==> src/rtl/ad_port_pkg.sv <==
package ad_port_pkg;
  typedef enum logic [1:0] {
    PH_ADDR   = 2'd0,
    PH_WDATA  = 2'd1,
    PH_RDRIVE = 2'd2
  } port_phase_e;

  localparam logic [1:0] TAG_WADDR = 2'b00;
  localparam logic [1:0] TAG_WDATA = 2'b11;
endpackage

==> src/rtl/ad_phase_ctl.sv <==
module ad_phase_ctl
  import ad_port_pkg::*;
(
  input  logic       clk_i,
  input  logic       rst_ni,
  input  logic       sel_ni,
  input  logic       rnw_i,
  input  logic [1:0] tag_i,
  output logic       ld_addr_o,
  output logic       ld_read_o,
  output logic       we_o,
  output logic       drive_o
);
  port_phase_e state_q, state_d;

  always_comb begin
    state_d   = state_q;
    ld_addr_o = 1'b0;
    ld_read_o = 1'b0;
    we_o      = 1'b0;
    unique case (state_q)
      PH_ADDR: begin
        if (!sel_ni) begin
          if (rnw_i) begin
            ld_addr_o = 1'b1;
            ld_read_o = 1'b1;
            state_d   = PH_RDRIVE;
          end else if (tag_i == TAG_WADDR) begin
            ld_addr_o = 1'b1;
            state_d   = PH_WDATA;
          end
        end
      end
      PH_WDATA: begin
        state_d = PH_ADDR;
        we_o    = !sel_ni && (tag_i == TAG_WDATA);
      end
      PH_RDRIVE: state_d = PH_ADDR;
      default:   state_d = PH_ADDR;
    endcase
  end

  always_ff @(posedge clk_i or negedge rst_ni) begin
    if (!rst_ni) state_q <= PH_ADDR;
    else         state_q <= state_d;
  end

  // deselect releases the bus without waiting for an edge
  assign drive_o = (state_q == PH_RDRIVE) && !sel_ni;

  a_r6_single_drive: assert property (@(posedge clk_i) disable iff (!rst_ni)
    drive_o |=> !drive_o);
  a_r4_we_after_tagged_addr: assert property (@(posedge clk_i) disable iff (!rst_ni)
    we_o |-> $past(!sel_ni && !rnw_i && tag_i == TAG_WADDR));
  a_r2_idle_when_deselected: assert property (@(posedge clk_i) disable iff (!rst_ni)
    (state_q == PH_ADDR && sel_ni) |=> state_q == PH_ADDR);
  a_r11_no_write_on_abort: assert property (@(posedge clk_i) disable iff (!rst_ni)
    (state_q == PH_WDATA && sel_ni) |-> !we_o);
endmodule

==> src/rtl/ad_reg_bank.sv <==
module ad_reg_bank #(
  parameter int AW        = 8,
  parameter int DW        = 8,
  parameter int WR_BASE   = 2,
  parameter int WR_COUNT  = 14,
  parameter int STAT_ADDR = 1,
  parameter int STAT_W    = 5
) (
  input  logic                   clk_i,
  input  logic                   rst_ni,
  input  logic                   we_i,
  input  logic [AW-1:0]          waddr_i,
  input  logic [DW-1:0]          wdata_i,
  input  logic [1:0]             tag_i,
  input  logic [AW-1:0]          raddr_i,
  input  logic [STAT_W-1:0]      status_i,
  output logic [DW-1:0]          rdata_o,
  output logic [WR_COUNT*DW-1:0] cfg_o
);
  logic [WR_COUNT-1:0][DW-1:0] regs_q;
  logic [WR_COUNT-1:0]         hit_w;
  logic [WR_COUNT-1:0]         hit_r;

  for (genvar g = 0; g < WR_COUNT; g++) begin : g_dec
    localparam logic [AW-1:0] RegAddr = AW'(WR_BASE + g);
    assign hit_w[g] = we_i && (waddr_i == RegAddr);
    assign hit_r[g] = (raddr_i == RegAddr);
  end

  always_ff @(posedge clk_i or negedge rst_ni) begin
    if (!rst_ni) regs_q <= '0;
    else begin
      for (int i = 0; i < WR_COUNT; i++)
        if (hit_w[i]) regs_q[i] <= wdata_i;
    end
  end

  always_comb begin
    rdata_o = '0;
    if (raddr_i == AW'(STAT_ADDR)) rdata_o = DW'(status_i);
    for (int i = 0; i < WR_COUNT; i++)
      if (hit_r[i]) rdata_o = regs_q[i];
  end

  assign cfg_o = regs_q;

  a_r5_we_needs_data_tag: assert property (@(posedge clk_i) disable iff (!rst_ni)
    we_i |-> tag_i == 2'b11);
  a_r7_hold_without_we: assert property (@(posedge clk_i) disable iff (!rst_ni)
    !we_i |=> $stable(regs_q));
endmodule

==> src/rtl/ad_reg_port.sv <==
module ad_reg_port #(
  parameter int AW        = 8,
  parameter int DW        = 8,
  parameter int WR_BASE   = 2,
  parameter int WR_COUNT  = 14,
  parameter int STAT_ADDR = 1,
  parameter int STAT_W    = 5,
  localparam int BW       = AW + 2
) (
  input  logic                   clk_i,
  input  logic                   rst_ni,
  input  logic                   sel_ni,
  input  logic                   rnw_i,
  input  logic [BW-1:0]          ad_i,
  output logic [BW-1:0]          ad_o,
  output logic                   ad_oe_o,
  input  logic [STAT_W-1:0]      status_i,
  output logic [WR_COUNT*DW-1:0] cfg_o
);
  logic          ld_addr, ld_read, we, drive;
  logic [AW-1:0] addr_q;
  logic [DW-1:0] rd_q, rdata;

  ad_phase_ctl u_ctl (
    .clk_i     (clk_i),
    .rst_ni    (rst_ni),
    .sel_ni    (sel_ni),
    .rnw_i     (rnw_i),
    .tag_i     (ad_i[BW-1:BW-2]),
    .ld_addr_o (ld_addr),
    .ld_read_o (ld_read),
    .we_o      (we),
    .drive_o   (drive)
  );

  ad_reg_bank #(
    .AW(AW), .DW(DW), .WR_BASE(WR_BASE), .WR_COUNT(WR_COUNT),
    .STAT_ADDR(STAT_ADDR), .STAT_W(STAT_W)
  ) u_bank (
    .clk_i    (clk_i),
    .rst_ni   (rst_ni),
    .we_i     (we),
    .waddr_i  (addr_q),
    .wdata_i  (ad_i[DW-1:0]),
    .tag_i    (ad_i[BW-1:BW-2]),
    .raddr_i  (ad_i[AW-1:0]),
    .status_i (status_i),
    .rdata_o  (rdata),
    .cfg_o    (cfg_o)
  );

  // read value frozen at the address edge
  always_ff @(posedge clk_i or negedge rst_ni) begin
    if (!rst_ni) begin
      addr_q <= '0;
      rd_q   <= '0;
    end else begin
      if (ld_addr) addr_q <= ad_i[AW-1:0];
      if (ld_read) rd_q   <= rdata;
    end
  end

  assign ad_oe_o = drive;
  assign ad_o    = drive ? {2'b00, rd_q} : '0;

  a_r6_read_follows_addr: assert property (@(posedge clk_i) disable iff (!rst_ni)
    $rose(ad_oe_o) |-> $past(!sel_ni && rnw_i));
  a_r11_release_on_deselect: assert property (@(posedge clk_i) disable iff (!rst_ni)
    sel_ni |-> !ad_oe_o);
endmodule

==> config.mk <==
export PLATFORM = sky130hd
export DESIGN_NAME = ad_reg_port
export DESIGN_NICKNAME = d
export VERILOG_FILES = /design/src/rtl/ad_port_pkg.sv /design/src/rtl/ad_phase_ctl.sv /design/src/rtl/ad_reg_bank.sv /design/src/rtl/ad_reg_port.sv
export SDC_FILE = /design/constraint.sdc
export NUM_CORES = 1
export LEC_CHECK = 0
export ABC_AREA = 1
export BUFFER_PORTS_ARGS = -buffer_cell sky130_fd_sc_hd__buf_4
export CAP_MARGIN = 20
export CORE_MARGIN = 2
export CORE_UTILIZATION = 54
export DETAILED_ROUTE_END_ITERATION = 10
export MAX_ROUTING_LAYER = met4
export PLACE_DENSITY = 0.82
export SYNTH_ARGS = -nofsm -noshare
export SYNTH_HDL_FRONTEND = slang
export SYNTH_SLANG_ARGS = --single-unit
==> constraint.sdc <==
create_clock -name clk_i -period 2 [get_ports clk_i]
set_input_delay 0.3 -clock clk_i [delete_from_list [all_inputs] [get_ports clk_i]]
set_output_delay 0.3 -clock clk_i [all_outputs]
set_load 0.005 [all_outputs]
======== Yosys cells after proc, flatten, opt, wreduce, memory -nomap -nowiden ========
Cells that the tools add are included.
storage, ports and cells
  register bits after elaboration ......... 130
  input port bits ......................... 19
  output and inout port bits .............. 123
  logic and storage cells ................. 99
operators by class
  equality and inequality tests ........... 34
  multiplexer cells ....................... 28
  reductions and logical operators ........ 20
operator list
  kind                number
  $eq 8x4->1 const B  16
  $mux 8              15
  $eq 8x3->1 const B  8
  $eq 8x2->1 const B  4
  $logic_and 1x1->1   16
  $eq 8x1->1 const B  1
  $mux 1              8
  $mux 2              4
  $mux 5              1
  $eq 2x2->1 const B  2
  $logic_not 2->1     2
  $ne 3x2->1 const B  1
  $eq 2x1->1 const B  1
  $ne 2x2->1 const B  1
  $reduce_and 2->1    1
  $logic_not 1->1     1

======== Longest topological paths before layout ========
Gate-level depths: netlist (run 1).
  word-level depth ........................ 16
  mapped depth ............................ 15
  depth with buffers taken out ............ 15

======== Hierarchy ========
Synthesis (run 1) repeated with hierarchy kept, for this count alone.
unflattened totals
  cell total of the unflattened synthesis .. 750
  area total of the unflattened synthesis .. 6162.2 sq um
by module, submodules not included
  module        instances  cells each  area each (sq um)  sequential area each (sq um)
  ad_reg_bank   1          645         5342.6             2802.7
  ad_reg_port   1          88          694.4              400.4
  ad_phase_ctl  1          17          125.1              50.0

======== Worst setup path before layout (run 1) ========
No wires, ideal clock.
  path kind ............................... flip-flop to flip-flop
  start point ............................. reg addr_q[5]
  end point ............................... reg u_bank.regs_q, in the netlist u_bank.cfg_o[110]
  setup time .............................. 132 ps
  arrival time ............................ 1640 ps
  data required time ...................... 1868 ps
  setup slack ............................. 228 ps
  cell stages (with the launch flop) ...... 9
  period minus slack after synthesis ...... 1772 ps
  cells stage by stage .................... dfrtp_1 > or4_4 > buf_6 > buf_8 > nor3_2 > nand2_2 > buf_6 > nand2_1 > o21ai_2
between the ends
  longest elaborated chain between the ends .. 2
ends and longest elaborated chain
  element                          line               RTL
  from (decl)                      ad_reg_port.sv:21  logic [AW-1:0] addr_q;
  from (signal assigned)           ad_reg_port.sv:58  if (ld_addr) addr_q <= ad_i[AW-1:0];
  $eq 8x4->1                       ad_reg_bank.sv:26  assign hit_w[g] = we_i && (waddr_i == RegAddr);
  $logic_and 1x1->1                ad_reg_bank.sv:26
  to (signal, indexed assignment)  ad_reg_bank.sv:34  if (hit_w[i]) regs_q[i] <= wdata_i;
  to (decl)                        ad_reg_bank.sv:20  logic [WR_COUNT-1:0][DW-1:0] regs_q;
Every way passes these cells.
A chain may end at the register's enable or synchronous reset.

======== Worst setup path in the final report (run 1) ========
  start point ............................. reg u_ctl.state_q[1]
  end point ............................... out ad_o[5]
between the ends
  longest elaborated chain between the ends .. 3
ends and longest elaborated chain
  element                 line                RTL
  from (decl)             ad_phase_ctl.sv:14  port_phase_e state_q, state_d;
  from (signal assigned)  ad_phase_ctl.sv:45  else state_q <= state_d;
  $eq 2x2->1              ad_phase_ctl.sv:49  assign drive_o = (state_q == PH_RDRIVE) && !sel_ni;
  $logic_and 1x1->1       ad_phase_ctl.sv:49
  $mux 8                  ad_reg_port.sv:64   assign ad_o = drive ? {2'b00, rd_q} : '0;
  to (decl)               ad_reg_port.sv:15   output logic [BW-1:0] ad_o,
Every way passes these cells.

==> results.cfg, run 1 <==
[pwr]
clock_power_share_pct = 48.7
internal_power_w = 0.00463
peakVddDrop_mv = 0.559
power.net_switching_w = 0.00154
combinationalPowerShare_pct = 6.9
switching_share_pct = 25.0
cell_pwr_density_mw_per_mm2 = 766
total_leakage_power_nw = 3.90
pwr-share-seq_pct = 44.4

[die]
core.rowCount = 39
dieWidth_um = 111
die_height_um = 111
initial_core_util_pct = 54.8
ioPinCount = 142
placeableCoreArea_mm2 = 0.0113
design.die.area_mm2 = 0.0124

[route]
drtPass1Iterations = 7
vias = 5824
drt-total-wl_um = 18700
drt.antenna.violating_nets = 0
wire_per_inst_um = 17.9
vias_per_cell = 5.57
drc = 0
drt_iter0_markers = 528

[place]
placement.io_buffers = 139
routabilityCongestion = 0.997
dp_worst_setup_slack_ns = -0.126
dp.final_hpwl_um = 13200
place_area_mm2 = 0.00748
placed_cells = 1014

[cts]
post_cts_resized = 0
cts_sinks = 130
cts-root-to-sink-buffers = 2
clock_latency_at_the_later_pin_of_the_worst_skew_pair_ns = 0.42
cts_htree_levels = 4
root_buffer = sky130_fd_sc_hd__clkbuf_16
postCtsSetupBuffers = 0
ctsHoldBuffers = 0
worst_setup_hold_path_clk_slew_ns = 0.06
total_cts_buffers = 17
tritoncts = yes

[worst_setup_path]
critPathMaxFanout = 8
critPathRequiredTime_ns = 1.70
criticalPathCategory = flip-flop to output port
timing.critical_path.from = u_ctl.state_q[1]$_DFFE_PN0P_
critPathCaptureType = output port
r2r-start = addr_q[5]$_DFFE_PN0P_
critical_path_source_type = flip-flop
worst-endpoint-arrival_ns = 1.56

[grt]
antenna_found_initial = 0
first_global_vias = 5651
largest_net_degree_at_the_start_of_global_routing = 131
grt_overflow_total = 0
grtUsageTotal_pct = 32.2
grt_first_pass_wirelength_um = 30200

[sta]
worst_slack_ns = 0.136
clock.fmax_ghz = 0.536
slew_violations = 0
min_period_over_period_pct = 93.2
post-route-min-period_ns = 1.86
maxSlewHeadroom_pct = 37.2
report.final.hold_viol_count = 37
skew_ns = 0.00946
worst_pin_slew_ns = 0.937
finalHoldWorstSlack_ns = -0.0329
rsz0062_at_grt = no
finalSetupViolations = 0

[run]
maxCapViolCount = 0

[logic_synthesis]
post_synth_main_area_contributors = sky130_fd_sc_hd__dfrtp_1 (52%), sky130_fd_sc_hd__nand2_1 (14%), sky130_fd_sc_hd__o21ai_1 (6.0%)
post_synth_num_cell_types = 34
synth_seq_area_share_pct = 52.4
synth.top_cell.area_share_pct = 52.4
synthesis.area_per_instance_um2 = 8.54
ys_seq_elements = 130
yosysWarnings = 0
mappedNetlistArea_mm2 = 0.00621
netlist_instances = 727
synth_largest_area_cell = sky130_fd_sc_hd__dfrtp_1

[layout]
layout-drive-gt1-share_pct = 32.1
antennaDiodeCount = 0
final-instance-count-excl-fill = 1046
fin_nets = 909
finalInstanceArea_mm2 = 0.00806
areaGrowthSynthToFinish_pct = 29.8

[outcome]
failing_checks = hold timing
outcome = finished, violations left

[worst_hold_path]
path_category_of_the_worst_min_delay_check = primary input to asynchronous set/reset pin
[Yosys cell counts (all sizes together)]
library cell,instances
a21oi,11
and2,1
and3,1
buf,21
clkbuf,9
clkinv,1
conb,1
dfrtp,130
inv,50
nand2,240
nand3,38
nand4,17
nor2,54
nor3,18
nor3b,2
nor4,2
o211ai,1
o21ai,125
o22ai,1
or2,3
or4,1
[metal layers]
layer / up-vias / share of wire, % / track usage [%]
li1: 2711 / - / -
met1: 2731 / 40 / 42.3
met2: 330 / 49 / 50.9
met3: 52 / 8.6 / 5.36
met4: 0 / 3.1 / 11.8
met5: - / 0 / -
[flip-flops by register name, summed over array words and instances (netlist names)]
| signal | count |
|---|---|
| rd_q | 8 |
| u_ctl.state_q | 2 |
| addr_q | 8 |
| u_bank.cfg_o | 112 |
[placed cells by master (no fill, tap or decap), types with 2 or more instances in the layout]
cell type                    synthesis  routed
sky130_fd_sc_hd__nor2_1             46      46
sky130_fd_sc_hd__clkbuf_8            0       3
sky130_fd_sc_hd__buf_12              0       2
sky130_fd_sc_hd__nor3b_1             2       2
sky130_fd_sc_hd__clkinvlp_4          0       4
sky130_fd_sc_hd__clkbuf_16           0      17
sky130_fd_sc_hd__nand2_1           229     228
sky130_fd_sc_hd__o21ai_2            37      37
sky130_fd_sc_hd__dfrtp_1           130     130
sky130_fd_sc_hd__o21ai_0            13      13
sky130_fd_sc_hd__nand4_1            17      17
sky130_fd_sc_hd__nand2_2            11      12
sky130_fd_sc_hd__inv_2              12      12
sky130_fd_sc_hd__nor2_4              2       2
sky130_fd_sc_hd__nor2_2              6       6
sky130_fd_sc_hd__buf_4               3     171
sky130_fd_sc_hd__nor3_1              5       5
sky130_fd_sc_hd__o21ai_1            75      75
sky130_fd_sc_hd__nor3_2             12      12
sky130_fd_sc_hd__a21oi_1            11      11
sky130_fd_sc_hd__inv_1              38      38
sky130_fd_sc_hd__or2_0               2       2
sky130_fd_sc_hd__conb_1              1       2
sky130_fd_sc_hd__clkinv_2            0       4
sky130_fd_sc_hd__inv_6               0       2
sky130_fd_sc_hd__nand3_1            38      38
[final timing paths]
path                                                  to  slack [ns]  cells past startpoint
max                                              ad_o[5]        0.14                      5
min                         u_bank.cfg_o[14]$_DFFE_PN0P_       -0.03                      2
max reg2reg                 u_bank.cfg_o[49]$_DFFE_PN0P_        0.14                      5
min reg2reg                          rd_q[7]$_DFFE_PN0P_        0.48                      2
max in group asynchronous  u_bank.cfg_o[100]$_DFFE_PN0P_        1.49                      2
min in group clk_i          u_ctl.state_q[0]$_DFFE_PN0P_        0.05                      2
[final cells by class]
cell class / count / area [um2]
fillers: 873 / 3260
flip-flops and latches: 130 / 3250
multi-input cells: 517 / 2540
repair buffers: 173 / 1320
clock buffers: 20 / 467
inverters: 51 / 191
well taps: 143 / 179
clock inverters: 12 / 106
[metrics by stage]
stage                     util (%)  TNS, ns  total power, W
after floorplan                  -        0         0.00300
after global placement        66.1   -0.264         0.00320
after detailed placement      66.1   -0.298         0.00321
after CTS                     71.2        0         0.00617
after global routing          71.2        0         0.00634
final                         71.2        0         0.00617
[power groups by stage]
stage               Combinational, W  Sequential (W)  Clock [W]
floorplan                   0.000230         0.00277          0
global placement            0.000417         0.00278          0
detailed placement          0.000427         0.00279          0
CTS                         0.000429         0.00274    0.00300
global route                0.000472         0.00275    0.00312
finish                      0.000427         0.00274    0.00300
[kinds of logic (layout without fill, tap and decap cells)]
| logic type | Yosys count | in the layout | synth area share (%) |
|---|---|---|---|
| AOI/OAI and AO/OA | 138 | 138 | 13.4 |
| buffers and inverters | 81 | 256 | 6.81 |
| and+or+nand+nor | 377 | 377 | 27.3 |
| other | 1 | 2 | 0.0604 |
| DFF | 130 | 130 | 52.4 |
[critical path, cell delays in order, from the launching register on]
cell and delay (ns):
sky130_fd_sc_hd__dfrtp_1 0.43, sky130_fd_sc_hd__inv_1 0.06, sky130_fd_sc_hd__nor3_1 0.21, sky130_fd_sc_hd__inv_1 0.19, sky130_fd_sc_hd__nor2_1 0.14, sky130_fd_sc_hd__buf_4 0.12
Power figures use the tool's default switching activity.
==> run 2, diff against run 1 <==
CELL_PAD_IN_SITES_DETAIL_PLACEMENT = 1   (was default)
CELL_PAD_IN_SITES_GLOBAL_PLACEMENT = 1   (was default)
CORE_UTILIZATION = 40   (was 54)
==> run 2 against run 1 <==
Net effect: the run now ends clean; non-clock buffer count is 2 higher; register-to-register slack worse by 0.03 ns; largest power group unchanged; clock skew is 0.0027 ns lower; core utilization is 17 points lower; sequential power hardly changed; clock power is 19% higher; via count is 0.69% higher; critical path depth is 10 higher; first-iteration DRC count is 43% lower; fmax is 3.1% lower.
==> results.cfg, run 2 (same netlist as run 1, synthesis figures left out) <==
[route]
vias = 5864
wire_per_inst_um = 20.3
drtPass1Iterations = 5
wl_met2_um = 11200
route.top_layer_used = met4
drt.antenna.violating_nets = 0
drt-total-wl_um = 22200
vias_per_cell = 5.37
routed-wl-met3_um = 1050
drt_iter0_markers = 303
drc = 0
wl_met1_um = 9530

[layout]
final_common_cell = sky130_fd_sc_hd__nand2_1
layout-drive-gt1-share_pct = 32.2
finalInstanceArea_mm2 = 0.00828
layout.cells.most_common_list = sky130_fd_sc_hd__nand2_1 (228), sky130_fd_sc_hd__buf_4 (169), sky130_fd_sc_hd__dfrtp_1 (130)
antennaDiodeCount = 0
areaGrowthSynthToFinish_pct = 33.4
max_ffs_per_register = 112
final-instance-count-excl-fill = 1093
fin_nets = 911
count_of_filler_cells_inserted_in_the_layout = 1800

[die]
dieWidth_um = 129
placeableCoreArea_mm2 = 0.0152
ioPinCount = 142
initial_core_util_pct = 40.8
die_height_um = 129
design.die.area_mm2 = 0.0165
core.rowCount = 45

[worst_setup_path]
criticalPathCategory = primary input to flip-flop
worst_r2r_endpoint = u_bank.cfg_o[81]$_DFFE_PN0P_
critPathMaxFanout = 6
regToRegSetupSlack_ns = 0.11
r2r-start = addr_q[5]$_DFFE_PN0P_
critPathRequiredTime_ns = 2.32
critical_path_source_type = primary input
worst-endpoint-arrival_ns = 2.24
critPathCaptureType = flip-flop
reg2reg_depth = 5

[grt]
grt_first_pass_wirelength_um = 34700
grtUsageTotal_pct = 28.9
antenna_found_initial = 0
largest_net_degree_at_the_start_of_global_routing = 41
first_global_vias = 6234
grt_overflow_total = 0

[cts]
tritoncts = yes
cts-root-to-sink-buffers = 2
clock_latency_at_the_later_pin_of_the_worst_skew_pair_ns = 0.43
worst_setup_hold_path_clk_slew_ns = 0.06
cts_sinks = 130
root_buffer = sky130_fd_sc_hd__clkbuf_16
cts_htree_levels = 4
total_cts_buffers = 17
postCtsSetupBuffers = 0

[sta]
report.final.hold_viol_count = 0
worst_slack_ns = 0.0773
slew_violations = 0
min_period_over_period_pct = 96.1
worst_pin_slew_ns = 0.975
maxSlewHeadroom_pct = 34.7
finalSetupViolations = 0
clock.fmax_ghz = 0.520
post-route-min-period_ns = 1.92
final.setup.tns_ns = 0
skew_ns = 0.00674
finalHoldWorstSlack_ns = 0.0308
rsz0062_at_grt = no

[place]
place_area_mm2 = 0.00758
dp_worst_setup_slack_ns = -0.299
placed_cells = 1060
placement.io_buffers = 139
routabilityCongestion = 0.917
dp.final_hpwl_um = 15900

[worst_hold_path]
min_path_cells = 2
min_from = rnw_i
path_category_of_the_worst_min_delay_check = primary input to flip-flop
min_delay_worst_endpoint = u_ctl.state_q[0]$_DFFE_PN0P_

[pwr]
cell_pwr_density_mw_per_mm2 = 816
total_leakage_power_nw = 4.00
peakVddDrop_mv = 0.580

[outcome]
outcome = complete, no violations

[run]
maxCapViolCount = 0
run 2: cell count changes in the layout (fill, tap and decap cells not counted), moves of 3 or more:
cell,change
sky130_fd_sc_hd__bufinv_16,+4
sky130_fd_sc_hd__clkinv_2,-3
sky130_fd_sc_hd__buf_12,+3
sky130_fd_sc_hd__clkinvlp_4,-3
run 2: layout make-up:
| cell class | instances | area, um2 | share of cell area, % |
|---|---|---|---|
| Clock buffer | 24 | 502 | 6.06 |
| Timing Repair Buffer | 175 | 1380 | 16.7 |
| Clock inverter | 8 | 171 | 2.07 |
| Sequential cell | 130 | 3250 | 39.3 |
| Multi-Input combinational cell | 517 | 2550 | 30.8 |
| Tap cell | 188 | 235 | 2.84 |
| Inverter | 51 | 191 | 2.31 |
run 2: where the power goes:
group	internal [W]	leakage [nW]	switching [W]	total, W
clock	0.00238	0.327	0.00118	0.00356
sequential	0.00269	1.80	0.0000585	0.00275
combinational	0.000146	1.87	0.000308	0.000454
run 2: routing by layer:
metal / up-vias / track usage (%)
met5: - / -
met4: 0 / 9.34
met3: 30 / 5.11
met2: 180 / 47.8
met1: 2942 / 36.2
li1: 2712 / -
run 2: worst max path at each step:
stage	startpoint	endpoint	slack [ns]	cells after the start
after floorplan	addr_q[5]$_DFFE_PN0P_	u_bank.cfg_o[110]$_DFFE_PN0P_	0.23	8
after global placement	ad_i[2]	rd_q[5]$_DFFE_PN0P_	-0.28	15
after detailed placement	ad_i[2]	rd_q[5]$_DFFE_PN0P_	-0.30	15
after CTS	addr_q[5]$_DFFE_PN0P_	u_bank.cfg_o[48]$_DFFE_PN0P_	0.05	5
after global routing	addr_q[5]$_DFFE_PN0P_	u_bank.cfg_o[110]$_DFFE_PN0P_	0.003	5
final	ad_i[2]	rd_q[5]$_DFFE_PN0P_	0.08	15
run 2: per-stage QoR:
step / util, % / power [W]
after floorplan: - / 0.00300
after detailed placement: 49.9 / 0.00324
after global routing: 54.5 / 0.00695
after global placement: 49.9 / 0.00322
final: 54.5 / 0.00676
after CTS: 54.4 / 0.00678
run 2: timing repair:
| action | CTS | global route |
|---|---|---|
| endpoints found under the hold margin | 36 | 0 |
| hold buffers | 1 | 0 |
| setup endpoints to repair | 0 | 14 |
| resized for setup | 0 | 4 |
run 2: worst max-delay path, stage by stage:
cell and delay (ns):
sky130_fd_sc_hd__buf_4 0.11, sky130_fd_sc_hd__inv_1 0.10, sky130_fd_sc_hd__nand2_1 0.16, sky130_fd_sc_hd__nor2_2 0.09, sky130_fd_sc_hd__buf_4 0.15, sky130_fd_sc_hd__nand3_1 0.08
sky130_fd_sc_hd__nand2_1 0.08, sky130_fd_sc_hd__a21oi_1 0.22, sky130_fd_sc_hd__nand4_1 0.15, sky130_fd_sc_hd__a21oi_1 0.24, sky130_fd_sc_hd__nand4_1 0.18, sky130_fd_sc_hd__nor2_1 0.16
sky130_fd_sc_hd__nand3_1 0.10, sky130_fd_sc_hd__nand2_1 0.07, sky130_fd_sc_hd__nand2_1 0.05
